**config.mk**
```make
export PLATFORM = sky130hd
export DESIGN_NAME = itx_interpass
export DESIGN_NICKNAME = d
export VERILOG_FILES = /design/src/rtl/itx_ip_pkg.sv /design/src/rtl/itx_coef_reader.sv /design/src/rtl/itx_mid_round.sv /design/src/rtl/itx_recon_add.sv /design/src/rtl/itx_interpass.sv
export SDC_FILE = /design/constraint.sdc
export NUM_CORES = 1
export LEC_CHECK = 0
export CAP_MARGIN = 20
export CORE_ASPECT_RATIO = 1.25
export CORE_UTILIZATION = 45
export CTS_BUF_LIST = sky130_fd_sc_hd__clkbuf_4
export CTS_CLUSTER_SIZE = 24
export DETAILED_ROUTE_END_ITERATION = 8
export DONT_BUFFER_PORTS = 1
export GPL_TIMING_DRIVEN = 0
export PLACE_DENSITY = 0.62
export SLEW_MARGIN = 20
export SYNTH_ARGS = -nofsm -noshare
export SYNTH_HDL_FRONTEND = slang
export SYNTH_SLANG_ARGS = --single-unit
```
**constraint.sdc**
```tcl
create_clock -name clk -period 7.6 [get_ports clk]
set_clock_uncertainty 0.1 [all_clocks]
set_input_delay 0.76 -clock clk [delete_from_list [all_inputs] [get_ports clk]]
set_output_delay 0.76 -clock clk [all_outputs]
set_load 0.01 [all_outputs]
```
**src/rtl/itx_ip_pkg.sv**
```systemverilog
package itx_ip_pkg;

   typedef enum logic {RD_IDLE, RD_RUN} rd_state_e;

   // Inter-pass rounding shift, chosen by log2(width)+log2(height)
   function automatic logic [2:0] pass_shift(input logic [2:0] lw, input logic [2:0] lh);
      logic [3:0] area;
      area = {1'b0, lw} + {1'b0, lh};
      if (area <= 4'd5)
         return 3'd0;
      else if (area < 4'd8)
         return 3'd1;
      else
         return area[0] ? 3'd1 : 3'd2;
   endfunction

endpackage

```
**src/rtl/itx_coef_reader.sv**
```systemverilog
module itx_coef_reader
   import itx_ip_pkg::*;
#(
   parameter int CW      = 20,
   parameter int DW      = 32,
   parameter int CAP_LOG = 5,
   parameter int SZ_LOG  = 6,
   localparam int AW     = 2 * CAP_LOG
) (
   input  logic                 clk,
   input  logic                 rst_n,
   input  logic [2:0]           cfg_lw,
   input  logic [2:0]           cfg_lh,
   input  logic                 start,
   output logic [AW-1:0]        rd_addr,
   input  logic signed [CW-1:0] rd_data,
   output logic                 clr_we,
   output logic [AW-1:0]        clr_addr,
   output logic                 out_vld,
   input  logic                 out_rdy,
   output logic signed [DW-1:0] out_data,
   output logic                 out_last
);

   rd_state_e            st;
   logic [SZ_LOG-1:0]    xc, yc;
   logic [SZ_LOG:0]      w_m1, h_m1;
   logic [2:0]           lsh;
   logic [AW-1:0]        addr;
   logic                 in_range, rect, take, end_col, end_row;
   logic signed [CW+9:0] wide, prod;
   logic signed [DW-1:0] val;

   assign w_m1 = (SZ_LOG+1)'((32'd1 << cfg_lw) - 32'd1);
   assign h_m1 = (SZ_LOG+1)'((32'd1 << cfg_lh) - 32'd1);
   assign lsh  = (cfg_lh > 3'(CAP_LOG)) ? 3'(CAP_LOG) : cfg_lh;
   assign rect = (cfg_lw == cfg_lh + 3'd1) || (cfg_lh == cfg_lw + 3'd1);

   // Store is column-first with a column pitch of min(H, cap)
   assign addr     = AW'(yc[CAP_LOG-1:0]) + (AW'(xc[CAP_LOG-1:0]) << lsh);
   assign in_range = (xc[SZ_LOG-1:CAP_LOG] == '0) && (yc[SZ_LOG-1:CAP_LOG] == '0);

   assign wide = {{10{rd_data[CW-1]}}, rd_data};
   assign prod = wide * 10'sd181 + 10'sd128;

   always_comb begin
      if (!in_range)
         val = '0;
      else if (rect)
         val = {{(DW-CW-2){prod[CW+9]}}, prod[CW+9:8]};
      else
         val = {{(DW-CW){rd_data[CW-1]}}, rd_data};
   end

   assign take     = (st == RD_RUN) && (!out_vld || out_rdy);
   assign end_col  = ({1'b0, xc} == w_m1);
   assign end_row  = ({1'b0, yc} == h_m1);
   assign rd_addr  = addr;
   assign clr_addr = addr;
   assign clr_we   = take && in_range;

   always_ff @(posedge clk or negedge rst_n) begin
      if (!rst_n) begin
         st       <= RD_IDLE;
         xc       <= '0;
         yc       <= '0;
         out_vld  <= 1'b0;
         out_data <= '0;
         out_last <= 1'b0;
      end else begin
         if (take) begin
            out_vld  <= 1'b1;
            out_data <= val;
            out_last <= end_col;
         end else if (out_rdy) begin
            out_vld  <= 1'b0;
         end
         case (st)
            RD_IDLE: if (start) begin
               st <= RD_RUN;
               xc <= '0;
               yc <= '0;
            end
            RD_RUN: if (take) begin
               if (end_col) begin
                  xc <= '0;
                  if (end_row) st <= RD_IDLE;
                  else         yc <= yc + 1'b1;
               end else begin
                  xc <= xc + 1'b1;
               end
            end
            default: st <= RD_IDLE;
         endcase
      end
   end


   row_hold_chk: assert property (@(posedge clk) disable iff (!rst_n)
      out_vld && !out_rdy |=> out_vld && $stable(out_data) && $stable(out_last));


   clr_load_chk: assert property (@(posedge clk) disable iff (!rst_n)
      clr_we |=> out_vld);

endmodule

```
**src/rtl/itx_mid_round.sv**
```systemverilog
module itx_mid_round #(
   parameter int DW   = 32,
   parameter int SH_W = 3
) (
   input  logic                 clk,
   input  logic                 rst_n,
   input  logic [SH_W-1:0]      shift,
   input  logic signed [DW-1:0] lo,
   input  logic signed [DW-1:0] hi,
   input  logic                 in_vld,
   output logic                 in_rdy,
   input  logic signed [DW-1:0] in_data,
   output logic                 out_vld,
   input  logic                 out_rdy,
   output logic signed [DW-1:0] out_data
);

   logic signed [DW:0]   ext, rnd, sum, shd, lo_x, hi_x;
   logic signed [DW-1:0] res;

   assign ext  = {in_data[DW-1], in_data};
   assign rnd  = (DW+1)'((32'd1 << shift) >> 1);
   assign sum  = ext + rnd;
   assign shd  = sum >>> shift;
   assign lo_x = {lo[DW-1], lo};
   assign hi_x = {hi[DW-1], hi};

   always_comb begin
      if (shd < lo_x)      res = lo;
      else if (shd > hi_x) res = hi;
      else                 res = shd[DW-1:0];
   end

   assign in_rdy = !out_vld || out_rdy;

   always_ff @(posedge clk or negedge rst_n) begin
      if (!rst_n) begin
         out_vld  <= 1'b0;
         out_data <= '0;
      end else if (in_vld && in_rdy) begin
         out_vld  <= 1'b1;
         out_data <= res;
      end else if (out_rdy) begin
         out_vld  <= 1'b0;
      end
   end


   mid_range_chk: assert property (@(posedge clk) disable iff (!rst_n)
      out_vld |-> (out_data >= lo) && (out_data <= hi));


   mid_hold_chk: assert property (@(posedge clk) disable iff (!rst_n)
      out_vld && !out_rdy |=> out_vld && $stable(out_data));

endmodule

```
**src/rtl/itx_recon_add.sv**
```systemverilog
module itx_recon_add #(
   parameter int DW = 32,
   parameter int PW = 12
) (
   input  logic                 clk,
   input  logic                 rst_n,
   input  logic [PW-1:0]        bd_max,
   input  logic                 in_vld,
   output logic                 in_rdy,
   input  logic signed [DW-1:0] in_data,
   input  logic [PW-1:0]        pred,
   output logic                 out_vld,
   input  logic                 out_rdy,
   output logic [PW-1:0]        out_data
);

   localparam logic signed [DW+1:0] HALF = (DW+2)'(8);

   logic signed [DW+1:0] ext, rounded, pred_x, bd_x, sum;
   logic [PW-1:0]        res;

   assign ext     = {{2{in_data[DW-1]}}, in_data};
   assign rounded = (ext + HALF) >>> 4;
   assign pred_x  = {{(DW+2-PW){1'b0}}, pred};
   assign bd_x    = {{(DW+2-PW){1'b0}}, bd_max};
   assign sum     = rounded + pred_x;

   always_comb begin
      if (sum < 0)         res = '0;
      else if (sum > bd_x) res = bd_max;
      else                 res = sum[PW-1:0];
   end

   assign in_rdy = !out_vld || out_rdy;

   always_ff @(posedge clk or negedge rst_n) begin
      if (!rst_n) begin
         out_vld  <= 1'b0;
         out_data <= '0;
      end else if (in_vld && in_rdy) begin
         out_vld  <= 1'b1;
         out_data <= res;
      end else if (out_rdy) begin
         out_vld  <= 1'b0;
      end
   end


   pix_ceiling_chk: assert property (@(posedge clk) disable iff (!rst_n)
      out_vld |-> out_data <= bd_max);


   pix_hold_chk: assert property (@(posedge clk) disable iff (!rst_n)
      out_vld && !out_rdy |=> out_vld && $stable(out_data));

endmodule

```
**src/rtl/itx_interpass.sv**
```systemverilog
module itx_interpass
   import itx_ip_pkg::*;
#(
   parameter int CW      = 20,
   parameter int DW      = 32,
   parameter int PW      = 12,
   parameter int CAP_LOG = 5,
   parameter int SZ_LOG  = 6,
   localparam int AW     = 2 * CAP_LOG
) (
   input  logic                 clk,
   input  logic                 rst_n,
   input  logic [2:0]           sz_lw,
   input  logic [2:0]           sz_lh,
   input  logic                 hi_depth,
   input  logic [PW-1:0]        bd_max,
   input  logic                 go,
   output logic [AW-1:0]        rd_addr,
   input  logic signed [CW-1:0] rd_data,
   output logic                 clr_we,
   output logic [AW-1:0]        clr_addr,
   output logic                 row_vld,
   input  logic                 row_rdy,
   output logic signed [DW-1:0] row_data,
   output logic                 row_last,
   output logic signed [DW-1:0] row_lo,
   output logic signed [DW-1:0] row_hi,
   output logic signed [DW-1:0] col_lo,
   output logic signed [DW-1:0] col_hi,
   input  logic                 mid_in_vld,
   output logic                 mid_in_rdy,
   input  logic signed [DW-1:0] mid_in_data,
   output logic                 mid_out_vld,
   input  logic                 mid_out_rdy,
   output logic signed [DW-1:0] mid_out_data,
   input  logic                 rec_in_vld,
   output logic                 rec_in_rdy,
   input  logic signed [DW-1:0] rec_in_data,
   input  logic [PW-1:0]        rec_pred,
   output logic                 pix_vld,
   input  logic                 pix_rdy,
   output logic [PW-1:0]        pix_data
);

   localparam logic [DW-1:0] S16_MIN = {{(DW-16){1'b1}}, 16'h8000};

   generate
      if (DW < CW + 2 || DW < PW + 8 || DW <= 16) begin : g_bad_dw
         $error("itx_interpass: DW too narrow for CW/PW");
      end
      if (SZ_LOG <= CAP_LOG || SZ_LOG > 7) begin : g_bad_sz
         $error("itx_interpass: SZ_LOG must exceed CAP_LOG and fit 3-bit size codes");
      end
   endgenerate

   logic [DW-1:0] bd_ext;
   logic [2:0]    pass_sh;

   assign bd_ext  = {{(DW-PW){1'b0}}, bd_max};
   assign row_lo  = hi_depth ? (~bd_ext) << 7 : S16_MIN;
   assign col_lo  = hi_depth ? (~bd_ext) << 5 : S16_MIN;
   assign row_hi  = ~row_lo;
   assign col_hi  = ~col_lo;
   assign pass_sh = pass_shift(sz_lw, sz_lh);

   itx_coef_reader #(
      .CW(CW), .DW(DW), .CAP_LOG(CAP_LOG), .SZ_LOG(SZ_LOG)
   ) u_reader (
      .clk(clk), .rst_n(rst_n), .cfg_lw(sz_lw), .cfg_lh(sz_lh), .start(go),
      .rd_addr(rd_addr), .rd_data(rd_data), .clr_we(clr_we), .clr_addr(clr_addr),
      .out_vld(row_vld), .out_rdy(row_rdy), .out_data(row_data), .out_last(row_last)
   );

   itx_mid_round #(.DW(DW), .SH_W(3)) u_mid (
      .clk(clk), .rst_n(rst_n), .shift(pass_sh), .lo(col_lo), .hi(col_hi),
      .in_vld(mid_in_vld), .in_rdy(mid_in_rdy), .in_data(mid_in_data),
      .out_vld(mid_out_vld), .out_rdy(mid_out_rdy), .out_data(mid_out_data)
   );

   itx_recon_add #(.DW(DW), .PW(PW)) u_rec (
      .clk(clk), .rst_n(rst_n), .bd_max(bd_max),
      .in_vld(rec_in_vld), .in_rdy(rec_in_rdy), .in_data(rec_in_data), .pred(rec_pred),
      .out_vld(pix_vld), .out_rdy(pix_rdy), .out_data(pix_data)
   );


   reset_quiet_chk: assert property (@(posedge clk)
      !rst_n |-> !row_vld && !mid_out_vld && !pix_vld && !clr_we);

endmodule

```
### Word-level counts from Yosys, hierarchy flattened

Index checks and enable logic that the tools add are counted.

| storage, ports and cells | value |
|---|---|
| register bits after elaboration | 93 |
| input bits | 123 |
| output and inout port bits | 231 |
| word-level logic and storage cells | 97 |

| cells by class | value |
|---|---|
| $add $sub $neg | 12 |
| multipliers | 1 |
| magnitude comparators | 7 |
| equal/unequal tests | 8 |
| shifts and indexed selects | 5 |
| multiplexer cells | 31 |
| bitwise operators | 6 |
| reductions and logical operators | 17 |

Operators by type and width:

| operator | count |
|---|---|
| two-way mux 32 bit | 6 |
| inverter 32 bit | 2 |
| two-way mux 6 bit | 6 |
| greater-than comparator 34 x 13 -> 1 bit | 1 |
| < comparator 34 x 1 -> 1 bit, second input constant | 1 |
| adder 32 x 33 -> 33 bit | 1 |
| adder 32 x 5 -> 33 bit, second input constant | 1 |
| greater-than comparator 33 x 32 -> 1 bit | 1 |
| < comparator 33 x 32 -> 1 bit | 1 |
| left shift 1 x 3 -> 33 bit, first input constant | 1 |
| >>> shifter 33 x 3 -> 33 bit | 1 |
| adder 29 x 13 -> 30 bit | 1 |
| adder 30 x 9 -> 30 bit, second input constant | 1 |
| multiplier 20 x 9 -> 29 bit, second input constant | 1 |
| inverter 12 -> 27 bit | 1 |
| two-way mux 12 bit | 2 |
| case mux 6 bit (2 select lines) | 2 |
| equality test 6 x 7 -> 1 bit | 2 |
| left shift 1 x 3 -> 7 bit, first input constant | 2 |
| subtractor 7 x 1 -> 7 bit, second input constant | 2 |
| adder 6 x 1 -> 6 bit, second input constant | 2 |
| adder 5 x 10 -> 10 bit | 1 |
| two-way mux 1 bit | 10 |
| left shift 5 x 3 -> 10 bit | 1 |
| 17 further kinds | 37 |

### Logic depth before layout (Yosys ltp)

Gate-level depths: netlist of the first run.

| depth | value |
|---|---|
| depth after elaboration | 10 |
| depth in mapped cells | 31 |

### By module

A second synthesis of the first run with hierarchy kept.

| second synthesis, totals | value |
|---|---|
| cells, all modules | 2,228 |
| area total of the unflattened synthesis | 17,593.1 µm² |

Modules (own cells, without submodules):

| module | instances | cells an instance | area an instance (µm²) | seq. area each (µm²) |
|---|---|---|---|---|
| itx_mid_round | 1 | 987 | 7,175.6 | 825.8 |
| itx_coef_reader | 1 | 744 | 6,546.3 | 925.9 |
| itx_recon_add | 1 | 355 | 2,871.5 | 325.3 |
| itx_interpass | 1 | 142 | 999.7 | 0.0 |

### Worst setup path after synthesis of the first run

No wires, ideal clock.

| timing path | value |
|---|---|
| path kind | input to register |
| from | input port sz_lh[1] |
| to | register u_mid.out_data[22] |
| arrival time | 6.829 ns |
| data required time | 7.436 ns |
| path slack | 0.607 ns |
| stages on the path | 29 |
| buffers on the path | 4 |
| cell sequence | clkbuf_1 -> inv_1 -> fa_1 -> xor2_1 -> o211ai_1 -> nand2_1 -> inv_1 -> clkbuf_1 -> ha_1 -> inv_1 -> fa_1 -> nor2b_1 -> o2111ai_1 -> clkbuf_1 -> nor2_1 -> xnor2_1 -> mux2i_1 -> mux2i_1 -> inv_1 -> ha_1 -> nor4_1 -> nand2_1 -> nor4_1 -> nand4_1 -> a211oi_2 -> a21oi_2 -> a211oi_4 -> buf_6 -> a21o_1 |

| between the ends | value |
|---|---|
| longest elaborated chain between the ends | 10 |

Ends and longest elaborated chain:

| item | line | text |
|---|---|---|
| from (decl) | itx_interpass.sv:14 | `input logic [2:0] sz_lh,` |
| adder 3 x 3 -> 4 bit (*) | itx_ip_pkg.sv:8 | `area = {1'b0, lw} + {1'b0, lh};` |
| < comparator 4 bit | itx_ip_pkg.sv:11 | `else if (area < 4'd8)` |
| two-way mux 2 bit | itx_ip_pkg.sv:11 |  |
| two-way mux 3 bit (*) | itx_ip_pkg.sv:9 | `if (area <= 4'd5)` |
| left shift 1 x 3 -> 33 bit | itx_mid_round.sv:22 | `assign rnd = (DW+1)'((32'd1 << shift) >> 1);` |
| adder 32 x 33 -> 33 bit | itx_mid_round.sv:23 | `assign sum = ext + rnd;` |
| >>> shifter 33 x 3 -> 33 bit (*) | itx_mid_round.sv:24 | `assign shd = sum >>> shift;` |
| greater-than comparator 33 x 32 -> 1 bit | itx_mid_round.sv:30 | `else if (shd > hi_x) res = hi;` |
| two-way mux 32 bit | itx_mid_round.sv:30 |  |
| two-way mux 32 bit (*) | itx_mid_round.sv:29 | `if (shd < lo_x) res = lo;` |
| to (signal assigned) | itx_mid_round.sv:42 | `out_data <= res;` |
| to (decl) | itx_mid_round.sv:15 | `output logic signed [DW-1:0] out_data` |

Every way passes the cells marked *; elsewhere a longest branch is shown, timed or not.
A chain may end at the register's enable or synchronous reset.

### Worst setup path in the final report of the first run

| timing path | value |
|---|---|
| from | input port sz_lh[1] |
| to | register u_mid.out_data[7] |

The elaborated chain is that of the path after synthesis.

==> summary.txt, run 1 <==
STA
  – Final min period: 7190 ps
  – Hold Slack: 257 ps
  – Final hold viol count: 0
  – Slew @ Worst Pin: 931 ps
  – Final worst path period share: 0.946
  – Slack of the critical path: 414 ps
  – Fin. max-slew vios: 0
  – Max-slew headroom: 0.375
  – F_max: 139 MHz
  – Final setup fails: 0

Power
  – VDD IR max: 0.000143 V
  – Sequential power share: 0.194
  – Power Internal: 1.58 mW
  – Combinational power share: 0.717
  – Clk pwr share: 0.090
  – PD cells: 219 nW/um^2
  – Psw: 1.77 mW
  – Leakage: 6.90 nW
  – Sw Ratio: 0.529

CTS
  – CTS Buf Count: 9
  – CTS tree: yes
  – Worst-path clk slew: 160 ps
  – CTS H-Tree Depth: 3
  – Maximum buffer depth of the clock tree: 2
  – Clock Sinks: 83
  – Worst-skew pair later-pin latency: 500 ps
  – Clock root cell: clkbuf_4

Detailed routing
  – Post-DR wirelength/cell: 18.7 um
  – DR vias/cell: 5.81
  – Initial detailed-routing violation count: 849
  – Drt drc: 0
  – Drt first pass iters: 5
  – DR vias: 13400
  – Final wirelength: 43.0 mm
  – Antenna-violating nets left: 0

Yosys
  – Share of synthesized registers carrying an async set or reset: 1.00
  – Syn Area/Cell: 7.91 um^2
  – Xor and xnor area share after synthesis: 0.0654
  – Area contributors post-synth: dfrtp_1 15%, ha_1 14%, fa_1 8.0%, buf_4 6.3%, nand2_1 4.3%
  – Top FF cell, synth: dfrtp_1
  – Netlist cell types: 89
  – Yosys reg bits: 83
  – Sequential-to-total area share from yosys stat: 0.146
  – Simple-gate share of the synthesized area: 0.201
  – Cell accounting for the most synthesized area: dfrtp_1
  – Number of synthesized flops with an enable pin: 0
  – Compound-Gate Fraction of Synth Area: 0.225
  – Yosys Warn Count: 0
  – Post-Synth Adder-Cell Area: 0.220
  – Largest family of logic cells by synthesized area: compound AO/OA/AOI/OAI gates
  – Synth Cell Area: 14200 um^2
  – Cells after Synth: 1794
  – Mux share of post-synthesis cell area: 0.0217
  – Synth top area share: 0.146

Place
  – I/O Buffers: 0
  – Pre-CTS setup slack: -1440 ps
  – Gp weighted congestion: 0.916
  – DPL Wire Length: 35.4 mm

Floorplanning
  – # rows: 72
  – Die Y-Extent: 201 um
  – Starting Density: 0.458
  – # IOs: 354
  – Die area: 32300 um^2
  – Die X: 161 um
  – Core ar.: 31000 um^2

Global route
  – Initial antenna violation count: 1
  – Gr ovfl total: 0
  – First-pass GRT wire length: 68.6 mm
  – Total Routing Usage GR: 0.264
  – Vias in the first global route: 13200
  – Largest net degree at the start of global routing: 84

Run status
  – Status: finished clean

Final layout
  – Area growth, synth to finish: 7.74%
  – Layout cells sized above 1: 0.106
  – Commonest non-fill, non-tap cells in the layout: 164 x nand2_1, 157 x ha_1, 131 x inv_1
  – Number of nets in the layout: 2229
  – Fillers: 3163
  – Commonest non-fill, non-tap cell in the layout: nand2_1

Critical path
  – Crit path capture type: flip-flop
  – Critical path class: primary input to flip-flop
  – Crit path arrival time: 7440 ps
  – CP Launch Type: primary input
  – Critical path peak fanout: 12
  – Critical Path RT: 7850 ps

Job
  – Max-cap check violation count: 0

Min path
  – HP Class: primary input to flip-flop
[registers in the layout, indices dropped and copies added (netlist names)]
name / flops
u_reader.out_data: 22
u_reader.out_vld: 1
u_mid.out_data: 32
u_rec.out_vld: 1
u_reader.st: 1
u_reader.out_last: 1
u_rec.out_data: 12
u_reader.yc: 6
u_mid.out_vld: 1
u_reader.xc: 6
[power by group through the flow]
stage                     combinational (mW)  sequential (mW)  clock [mW]
after floorplan                         1.88            0.617           0
after global placement                  2.31            0.656           0
after detailed placement                2.35            0.658           0
after CTS                               2.38            0.650       0.315
after global routing                    2.71            0.659       0.328
final                                   2.40            0.649       0.300
[layer usage]
layer	track usage	vias up	wire (um)
met2	0.472	435	21500
met5	0	-	0
met3	0.0426	79	2360
met4	0.102	0	1440
li1	-	6472	-
met1	0.312	6407	17700
[metrics by stage]
stage | util | std cells | TNS, ps | power (mW) | instance area [um^2]
finish | 0.493 | 2305 | 0 | 3.35 | 15300
global route | 0.493 | 2305 | -171 | 3.69 | 15300
CTS | 0.492 | 2300 | 0 | 3.34 | 15200
detailed placement | 0.484 | 2280 | -36750 | 3.00 | 15000
global placement | 0.484 | 2280 | -34280 | 2.97 | 15000
floorplan | - | 1873 | 0 | 2.50 | 14500
[path summary, 6_finish.rpt]
check / start / end / slack, ps / depth (start not counted)
max: sz_lh[1] / u_mid.out_data[7] / 410 / 27
min reg2reg: u_reader.xc[5] / u_reader.xc[5] / 460 / 1
max in group asynchronous: rst_n / u_reader.out_data[18] / 6280 / 2
min in group asynchronous: rst_n / u_mid.out_data[16] / 670 / 2
min: mid_in_vld / u_mid.out_vld / 260 / 1
max reg2reg: u_reader.xc[2] / u_reader.yc[5] / 4810 / 11
[worst max-delay path: stages]
cell	delay, ps
clkbuf_2	190
inv_1	190
fa_1	450
xor2_1	190
o211ai_1	170
buf_4	160
nand2_1	100
clkinvlp_4	230
ha_1	230
inv_1	60
fa_1	420
nor2b_2	220
o2111ai_2	240
clkbuf_2	290
nand2b_1	200
xor2_1	250
o22a_1	180
o21ai_0	220
ha_1	410
nor4b_1	390
nand2_1	170
nor4_1	310
nand4_1	280
a211o_1	470
o21ai_4	330
mux2i_1	220
o21ai_0	110
[cell usage after synthesis (8+ instances only)]
master and count:
nand2_1 164, ha_1 157, inv_1 132, buf_4 120
nor2_1 107, a21oi_1 94, o21ai_0 93, dfrtp_1 83
xnor2_1 62, clkbuf_1 61, fa_1 57, nand3_1 48
xor2_1 44, a21o_1 37, nor3_1 36, nand4_1 34
nor4_1 31, o211ai_1 31, a31oi_1 25, a211oi_1 24
mux2i_1 24, nor2b_1 23, and3_1 22, nand2b_1 19
or3_1 17, o31ai_1 16, and2_1 15, and4_1 12
buf_2 12, o311ai_0 12, o21a_1 11, or4_1 11
a32oi_1 10, o2111ai_1 8
[layout make-up]
cell class                 count  area [um^2]  share of cell area
antenna                        1         2.50            0.000164
buffer                       196         1210              0.0793
clock buffer                   9         67.6             0.00442
clock inverter                 7         81.3             0.00532
inverter                     133          503              0.0329
multi-input combinational   1460        10700               0.703
sequential                    83         2080               0.136
tap                          407          509              0.0333
timing repair buffer           9         90.1             0.00589
[cells by family after synthesis]
group / count (synthesis)
AOI/OAI and AO/OA: 464
and+or+nand+nor: 564
muxes: 30
xor gates and xnor gates: 106
DFF: 83
buffers and inverters: 330
adders and majority gates: 215
other: 2
[timing repair]
item | 4_1_cts | 5_1_grt
endpoints found under the setup margin | 32 | 32
pin swaps | 2 | 5
hold endpoints to repair | 83 | 0
setup buffers | 3 | 4
gates resized for setup | 6 | 5
hold buffers | 2 | 0
Note: power is estimated with default switching activity, not from simulation.
==> run 2: changes to the inputs <==
--- a/config.mk
+++ b/config.mk
@@ -7,6 +7,7 @@
 export LEC_CHECK = 0
 export CAP_MARGIN = 20
 export CORE_ASPECT_RATIO = 1.25
+export CORE_MARGIN = 1.5
 export CORE_UTILIZATION = 45
 export CTS_BUF_LIST = sky130_fd_sc_hd__clkbuf_4
 export CTS_CLUSTER_SIZE = 24
==> run 2 against run 1 <==
  * Hold slack worse by 15 ps
  * Final cell count unchanged
  * Die area up 1.1%
  * Largest power group unchanged
==> summary.txt, run 2 (synthesized netlist as in run 1, its figures left out) <==
Global route
  – Largest net degree at the start of global routing: 84 (unchanged)
  – Total Routing Usage GR: 0.260 (-0.00399)
  – GR met1 Demand/Resource: 0.310 (-0.00198)
  – Global routing usage on met2: 0.459 (-0.0128)
  – Initial antenna violation count: 1 (unchanged)
  – Busiest grt layer: met2
  – First-pass GRT wire length: 68.2 mm (-0.66%)
  – Grt met3 use: 0.0456 (+0.00300)
  – Vias in the first global route: 13000 (-1.6%)
  – Gr ovfl total: 0 (unchanged)

Detailed routing
  – Drt first pass iters: 5 (unchanged)
  – DR vias/cell: 5.84 (+0.46%)
  – Initial detailed-routing violation count: 835 (-1.6%)
  – Final wirelength: 42.9 mm (-0.14%)
  – Post-DR wirelength/cell: 18.6 um (-0.14%)
  – Drt drc: 0 (unchanged)
  – Antenna-violating nets left: 0 (unchanged)
  – DR vias: 13500 (+0.46%)

Floorplanning
  – # rows: 72 (unchanged)
  – Die X: 162 um (+0.62%)
  – Die area: 32600 um^2 (+1.1%)
  – Starting Density: 0.458 (unchanged)
  – Die Y-Extent: 202 um (+0.50%)
  – Core ar.: 31000 um^2 (unchanged)
  – # IOs: 354 (unchanged)

Critical path
  – FF-to-FF setup slack: 4840 ps (+30 ps)
  – Crit path arrival time: 7600 ps (+160 ps)
  – Critical path peak fanout: 12 (unchanged)
  – Crit path capture type: flip-flop
  – CP Launch Type: primary input
  – R2R cell count: 11 (unchanged)
  – Critical R2R Launch: u_reader.xc[3]
  – Critical Path RT: 7970 ps (+120 ps)
  – Critical path origin: sz_lh[1]
  – Critical path class: primary input to flip-flop
  – FF-to-FF End: u_reader.yc[5]

Final layout
  – Commonest non-fill, non-tap cells in the layout: 164 x nand2_1, 157 x ha_1, 130 x inv_1
  – Layout cells sized above 1: 0.106 (-0.000527)
  – Largest Register: u_mid.out_data
  – Final core occ: 0.493 (-0.000646)
  – Final instance area: 15300 um^2 (-0.13%)
  – Number of flip-flops under the largest register name: 32 (unchanged)
  – Number of nets in the layout: 2229 (unchanged)
  – Fillers: 3091 (-2.3%)
  – Area growth, synth to finish: 7.60%
  – Biggest regs: u_mid.out_data (32), u_reader.out_data (22), u_rec.out_data (12)
  – Commonest non-fill, non-tap cell in the layout: nand2_1
  – Non-filler cells in the finished layout: 2305 (unchanged)

STA
  – F_max: 138 MHz (-0.55%)
  – Slew @ Worst Pin: 991 ps (+60.1 ps)
  – RSZ-0062 raised after global routing: no
  – Final hold viol count: 0 (unchanged)
  – Final min period: 7230 ps (+39.7 ps)
  – Final worst path period share: 0.951 (+0.00522)
  – Setup TNS Final: 0 ps (unchanged)
  – Final setup fails: 0 (unchanged)
  – Max-slew headroom: 0.333 (-0.0420)
  – Fin. max-slew vios: 0 (unchanged)
  – Slack of the critical path: 374 ps (-39.7 ps)
  – Hold Slack: 242 ps (-14.8 ps)

CTS
  – CTS Buf Count: 9 (unchanged)
  – Clock root cell: clkbuf_4
  – CTS tree: yes
  – Maximum buffer depth of the clock tree: 2 (unchanged)
  – CTS H-Tree Depth: 3 (unchanged)
  – Clock Sinks: 83 (unchanged)
  – Worst-path clk slew: 160 ps (about the same)
  – Worst-skew pair later-pin latency: 550 ps (+50 ps)

Power
  – Leakage: 6.89 nW (-0.16%)
  – VDD IR max: 0.000130 V (-9.1%)
  – PD cells: 218 nW/um^2 (-0.51%)
  – Pwr Total: 3.33 mW (-0.64%)

Run status
  – Status: finished clean

Place
  – Dpl cells: 2281 (+0.044%)
  – Pre-CTS setup slack: -1390 ps (+42.6 ps)
  – I/O Buffers: 0 (unchanged)
  – Gp weighted congestion: 0.933 (+1.9%)
  – DP Area: 15000 um^2 (about the same)
  – DPL Wire Length: 35.0 mm (-0.93%)

Min path
  – Hold path endpoint: u_mid.out_vld
  – Hold Crit Depth: 1 (unchanged)
  – HP Start: mid_in_vld
  – HP Class: primary input to flip-flop

Job
  – Max-cap check violation count: 0 (unchanged)
[run 2: worst max path at each step]
stage	endpoint	cells after the start
after CTS	u_mid.out_data[21]	25
after global placement	u_mid.out_data[29]	26
after floorplan	u_mid.out_data[22]	29
after global routing	u_mid.out_data[25]	30
final	u_mid.out_data[26]	28
after detailed placement	u_mid.out_data[28]	29
[run 2: per-layer routing]
| metal | up-vias | part of all wire |
|---|---|---|
| li1 | 6496 | - |
| met5 | - | 0 |
| met1 | 6432 | 0.41 |
| met3 | 85 | 0.060 |
| met4 | 0 | 0.035 |
| met2 | 442 | 0.50 |
[run 2: layout make-up]
class,count,area (um^2),area share
Clock inverter,7,72.6,0.00475
Buffer,196,1210,0.0794
Antenna cell,1,2.50,0.000164
Multi-Input combinational cell,1460,10700,0.703
Sequential cell,83,2080,0.136
Inverter,133,503,0.0329
Clock buffer,9,67.6,0.00443
Tap cell,407,509,0.0334
Timing Repair Buffer,9,87.6,0.00574
[run 2: report_power, final]
group	internal [mW]	switching (mW)	leakage, nW
combinational	0.946	1.45	5.78
clock	0.0775	0.205	0.0741
sequential	0.524	0.127	1.03
[run 2: critical path, stage by stage]
cell	delay (ps)
clkbuf_2	200
inv_2	140
fa_1	420
xor2_1	190
o211ai_1	190
buf_4	160
nand2_1	100
clkinvlp_4	240
ha_1	230
inv_1	60
fa_1	410
nor2b_1	290
o2111ai_2	250
clkbuf_2	270
nand2b_1	190
xor2_1	230
o22a_1	180
o21ai_0	270
ha_1	430
nor4b_1	270
nand2_1	170
nor4_1	320
nand4_1	280
a211oi_4	450
a21oi_2	240
a211oi_4	350
buf_6	190
a21o_1	90
[run 2: what timing repair did]
item                       4_1_cts  5_1_grt
hold buffers                     2        0
pin swaps                        2        3
setup endpoints to repair       32       32
setup buffers                    3        3
resized for setup                5        6
hold endpoints to repair        83        0
==> run 3: changes to the inputs <==
--- a/config.mk
+++ b/config.mk
@@ -6,6 +6,8 @@
 export NUM_CORES = 1
 export LEC_CHECK = 0
 export CAP_MARGIN = 20
+export CELL_PAD_IN_SITES_DETAIL_PLACEMENT = 0
+export CELL_PAD_IN_SITES_GLOBAL_PLACEMENT = 1
 export CORE_ASPECT_RATIO = 1.25
 export CORE_MARGIN = 1.5
 export CORE_UTILIZATION = 45
@@ -14,8 +16,9 @@
 export DETAILED_ROUTE_END_ITERATION = 8
 export DONT_BUFFER_PORTS = 1
 export GPL_TIMING_DRIVEN = 0
-export PLACE_DENSITY = 0.62
+export PLACE_DENSITY = 0.79
 export SLEW_MARGIN = 20
 export SYNTH_ARGS = -nofsm -noshare
 export SYNTH_HDL_FRONTEND = slang
+export SYNTH_HIERARCHICAL = 1
 export SYNTH_SLANG_ARGS = --single-unit
==> run 3 against run 2 <==
  * Design area increased by 28%
  * Sequential power grew 22%
  * Hold slack lost 32 ps
  * Final cell count increased by 26%
  * Largest cell class unchanged
  * Area after synthesis grew 24%
  * Critical path type unchanged
==> summary.txt, run 3 <==
Run status
  – Status: finished clean

CTS
  – Worst-skew pair later-pin latency: 540 ps (about the same)
  – CTS Buf Count: 9 (unchanged)
  – Worst-path clk slew: 170 ps (about the same)
  – Maximum buffer depth of the clock tree: 2 (unchanged)
  – CTS H-Tree Depth: 3 (unchanged)
  – CTS tree: yes
  – Clock root cell: clkbuf_4
  – Clock Sinks: 83 (unchanged)

Global route
  – Largest net degree at the start of global routing: 84 (unchanged)
  – First-pass GRT wire length: 98.2 mm (+44%)
  – Total Routing Usage GR: 0.312 (+0.0521)
  – Initial antenna violation count: 2 (+1)
  – Vias in the first global route: 17200 (+33%)
  – Gr ovfl total: 0 (unchanged)

Yosys
  – Area contributors post-synth: ha_1 16%, dfrtp_1 12%, fa_1 6.6%, buf_4 5.4%, inv_1 4.8%
  – Cell accounting for the most synthesized area: ha_1
  – Top FF cell, synth: dfrtp_1
  – Share of synthesized registers carrying an async set or reset: 1.00 (unchanged)
  – Netlist cell types: 113 (+27%)
  – Yosys reg bits: 83 (unchanged)
  – Syn Area/Cell: 7.90 um^2 (-0.17%)
  – Most frequent cells after synthesis: 225 x ha_1, 223 x inv_1, 168 x nand2_1, 131 x nor2_1, 126 x buf_4
  – Yosys Warn Count: 6 (+6)
  – Most common cell in the netlist: ha_1
  – Cells after Synth: 2228 (+24%)
  – Sequential-to-total area share from yosys stat: 0.118 (-0.0283)
  – Synth Cell Area: 17600 um^2 (+24%)
  – Number of synthesized flops with an enable pin: 0 (unchanged)
  – Synth top area share: 0.160 (+0.0136)

Min path
  – HP Class: primary input to flip-flop
  – HP Start: mid_in_vld
  – Hold Crit Depth: 1 (unchanged)

Critical path
  – Critical Path RT: 7980 ps (about the same)
  – FF-to-FF End: u_reader/out_data[8]
  – FF-to-FF setup slack: 4990 ps (+150 ps)
  – Crit path arrival time: 7800 ps (+200 ps)
  – Crit path capture type: flip-flop
  – Critical path class: primary input to flip-flop
  – Slowest CP cell: or3_1
  – R2R cell count: 6 (-5)
  – Critical path peak fanout: 10 (-2)
  – Critical R2R Launch: u_reader/st
  – Critical path origin: sz_lw[0]
  – Setup crit end: u_mid/out_data[2]
  – Crit-path max cell delay: 430 ps (-20 ps)
  – CP Launch Type: primary input

Detailed routing
  – DR vias: 17500 (+30%)
  – DR vias/cell: 6.02 (+3.1%)
  – Drt first pass iters: 8 (+3)
  – Initial detailed-routing violation count: 1162 (+39%)
  – Final wirelength: 64.7 mm (+51%)
  – Drt drc: 0 (unchanged)
  – Post-DR wirelength/cell: 22.3 um (+19%)
  – Antenna-violating nets left: 0 (unchanged)

Final layout
  – Footprint of the multi-input gates: 14100 um^2 (+32%)
  – Number of flip-flops under the largest register name: 32 (unchanged)
  – Largest Register: u_mid/out_data
  – Area growth, synth to finish: 11.1%
  – Layout cells sized above 1: 0.138 (+0.0316)
  – Final instance area: 19500 um^2 (+28%)
  – Biggest regs: u_mid/out_data (32), u_reader/out_data (22), u_rec/out_data (12)
  – Commonest non-fill, non-tap cell in the layout: ha_1
  – Commonest non-fill, non-tap cells in the layout: 224 x ha_1, 222 x inv_1, 167 x nand2_1
  – Fillers: 3830 (+24%)
  – Number of nets in the layout: 2815 (+26%)
  – Register area: 2080 um^2 (unchanged)

Power
  – Leakage: 9.11 nW (+32%)
  – VDD IR max: 0.000168 V (+29%)
  – PD cells: 200 nW/um^2 (-8.4%)

STA
  – Final hold viol count: 0 (unchanged)
  – Slew @ Worst Pin: 890 ps (-101 ps)
  – Setup TNS Final: 0 ps (unchanged)
  – Final min period: 7420 ps (+195 ps)
  – Final setup fails: 0 (unchanged)
  – Final worst path period share: 0.976 (+0.0256)
  – F_max: 135 MHz (-2.6%)
  – Fin. max-slew vios: 0 (unchanged)
  – Max-slew headroom: 0.407 (+0.0732)
  – Hold Slack: 210 ps (-32.0 ps)

Floorplanning
  – # IOs: 354 (unchanged)
  – Die area: 40300 um^2 (+24%)
  – # rows: 80 (+11%)
  – Core ar.: 38300 um^2 (+24%)
  – Starting Density: 0.459 (+0.00102)
  – Die X: 180 um (+11%)
  – Die Y-Extent: 224 um (+11%)

Place
  – DPL Wire Length: 52.3 mm (+49%)
  – DP Area: 18800 um^2 (+25%)
  – Gp weighted congestion: 0.987 (+5.7%)
  – I/O Buffers: 0 (unchanged)

Job
  – Max-cap check violation count: 0 (unchanged)
## run 3: cell types whose count changed after synthesis, moves of 17 or more
cell | previous run | this run
nand4_1 | 34 | 60
nor2_1 | 107 | 131
inv_1 | 132 | 223
o21ai_0 | 93 | 64
and2_1 | 15 | 34
nand3_1 | 48 | 73
ha_1 | 157 | 225
a22oi_1 | 5 | 27
a21o_1 | 37 | 20
## run 3: stage by stage
step | worst slack [ps] | total power [mW] | util | cells
after floorplan | 343 | 2.79 | - | 2371
after global placement | -2270 | 3.43 | 0.489 | 2863
after detailed placement | -2300 | 3.45 | 0.489 | 2863
after global routing | -60.6 | 4.27 | 0.510 | 2908
after CTS | 5.81 | 3.81 | 0.501 | 2887
final | 179 | 3.90 | 0.510 | 2908
## run 3: final cells by class
class,count,area share
multi-input combinational,1832,0.724
sequential,83,0.106
buffer,230,0.0754
inverter,227,0.0438
tap,492,0.0315
timing repair buffer,26,0.0118
clock buffer,9,0.00346
clock inverter,7,0.00339
antenna,2,0.000256
## run 3: cells by family (layout without fill, tap and decap cells)
| kind of cell | count (synthesis) | count (layout) | share of synthesized area |
|---|---|---|---|
| AO/OA/AOI/OAI | 539 | 540 | 0.231 |
| XOR/XNOR | 104 | 104 | 0.0531 |
| adder cells (fa/ha/maj) | 283 | 283 | 0.226 |
| buffers and inverters | 457 | 499 | 0.128 |
| flip-flops | 83 | 83 | 0.118 |
| multiplexers | 47 | 47 | 0.0296 |
| other | 2 | 147 | 0.000427 |
| AND/OR/NAND/NOR | 713 | 713 | 0.214 |
## run 3: report_power, final
group / total (mW) / internal (mW) / switching, mW
Clock: 0.287 / 0.0763 / 0.210
Combinational: 2.82 / 1.13 / 1.70
Sequential: 0.791 / 0.572 / 0.218
## run 3: routing by layer
metal  track usage  routed length [um]  up-vias
met5             0                   0        -
met4         0.164                3390        0
met3        0.0593                4350      164
met2         0.551               31900      726
met1         0.355               25100     8390
li1              -                   -     8226
## run 3: timing repair
action / in CTS / in global routing
gates cloned: 0 / 1
endpoints found under the hold margin: 83 / 0
endpoints found under the setup margin: 32 / 32
hold buffers: 2 / 0
pin swaps: 6 / 12
gates resized for setup: 55 / 45
setup buffers: 6 / 18
## run 3: worst min path at each step
stage | slack, ps | endpoint
floorplan | 360 | u_mid/out_data[0]
detailed placement | 370 | u_mid/out_data[11]
finish | 210 | u_mid/out_vld
CTS | 150 | u_mid/out_vld
global placement | 370 | u_mid/out_data[11]
global route | 180 | u_mid/out_vld
## run 3: worst max-delay path, delay by kind of cell
family | cells | cell delay, ps
fa+ha+maj | 5 | 1450
compound gates | 7 | 1490
xor+xnor | 1 | 140
buf+inv | 8 | 1400
simple gates | 9 | 1790
mux | 3 | 750
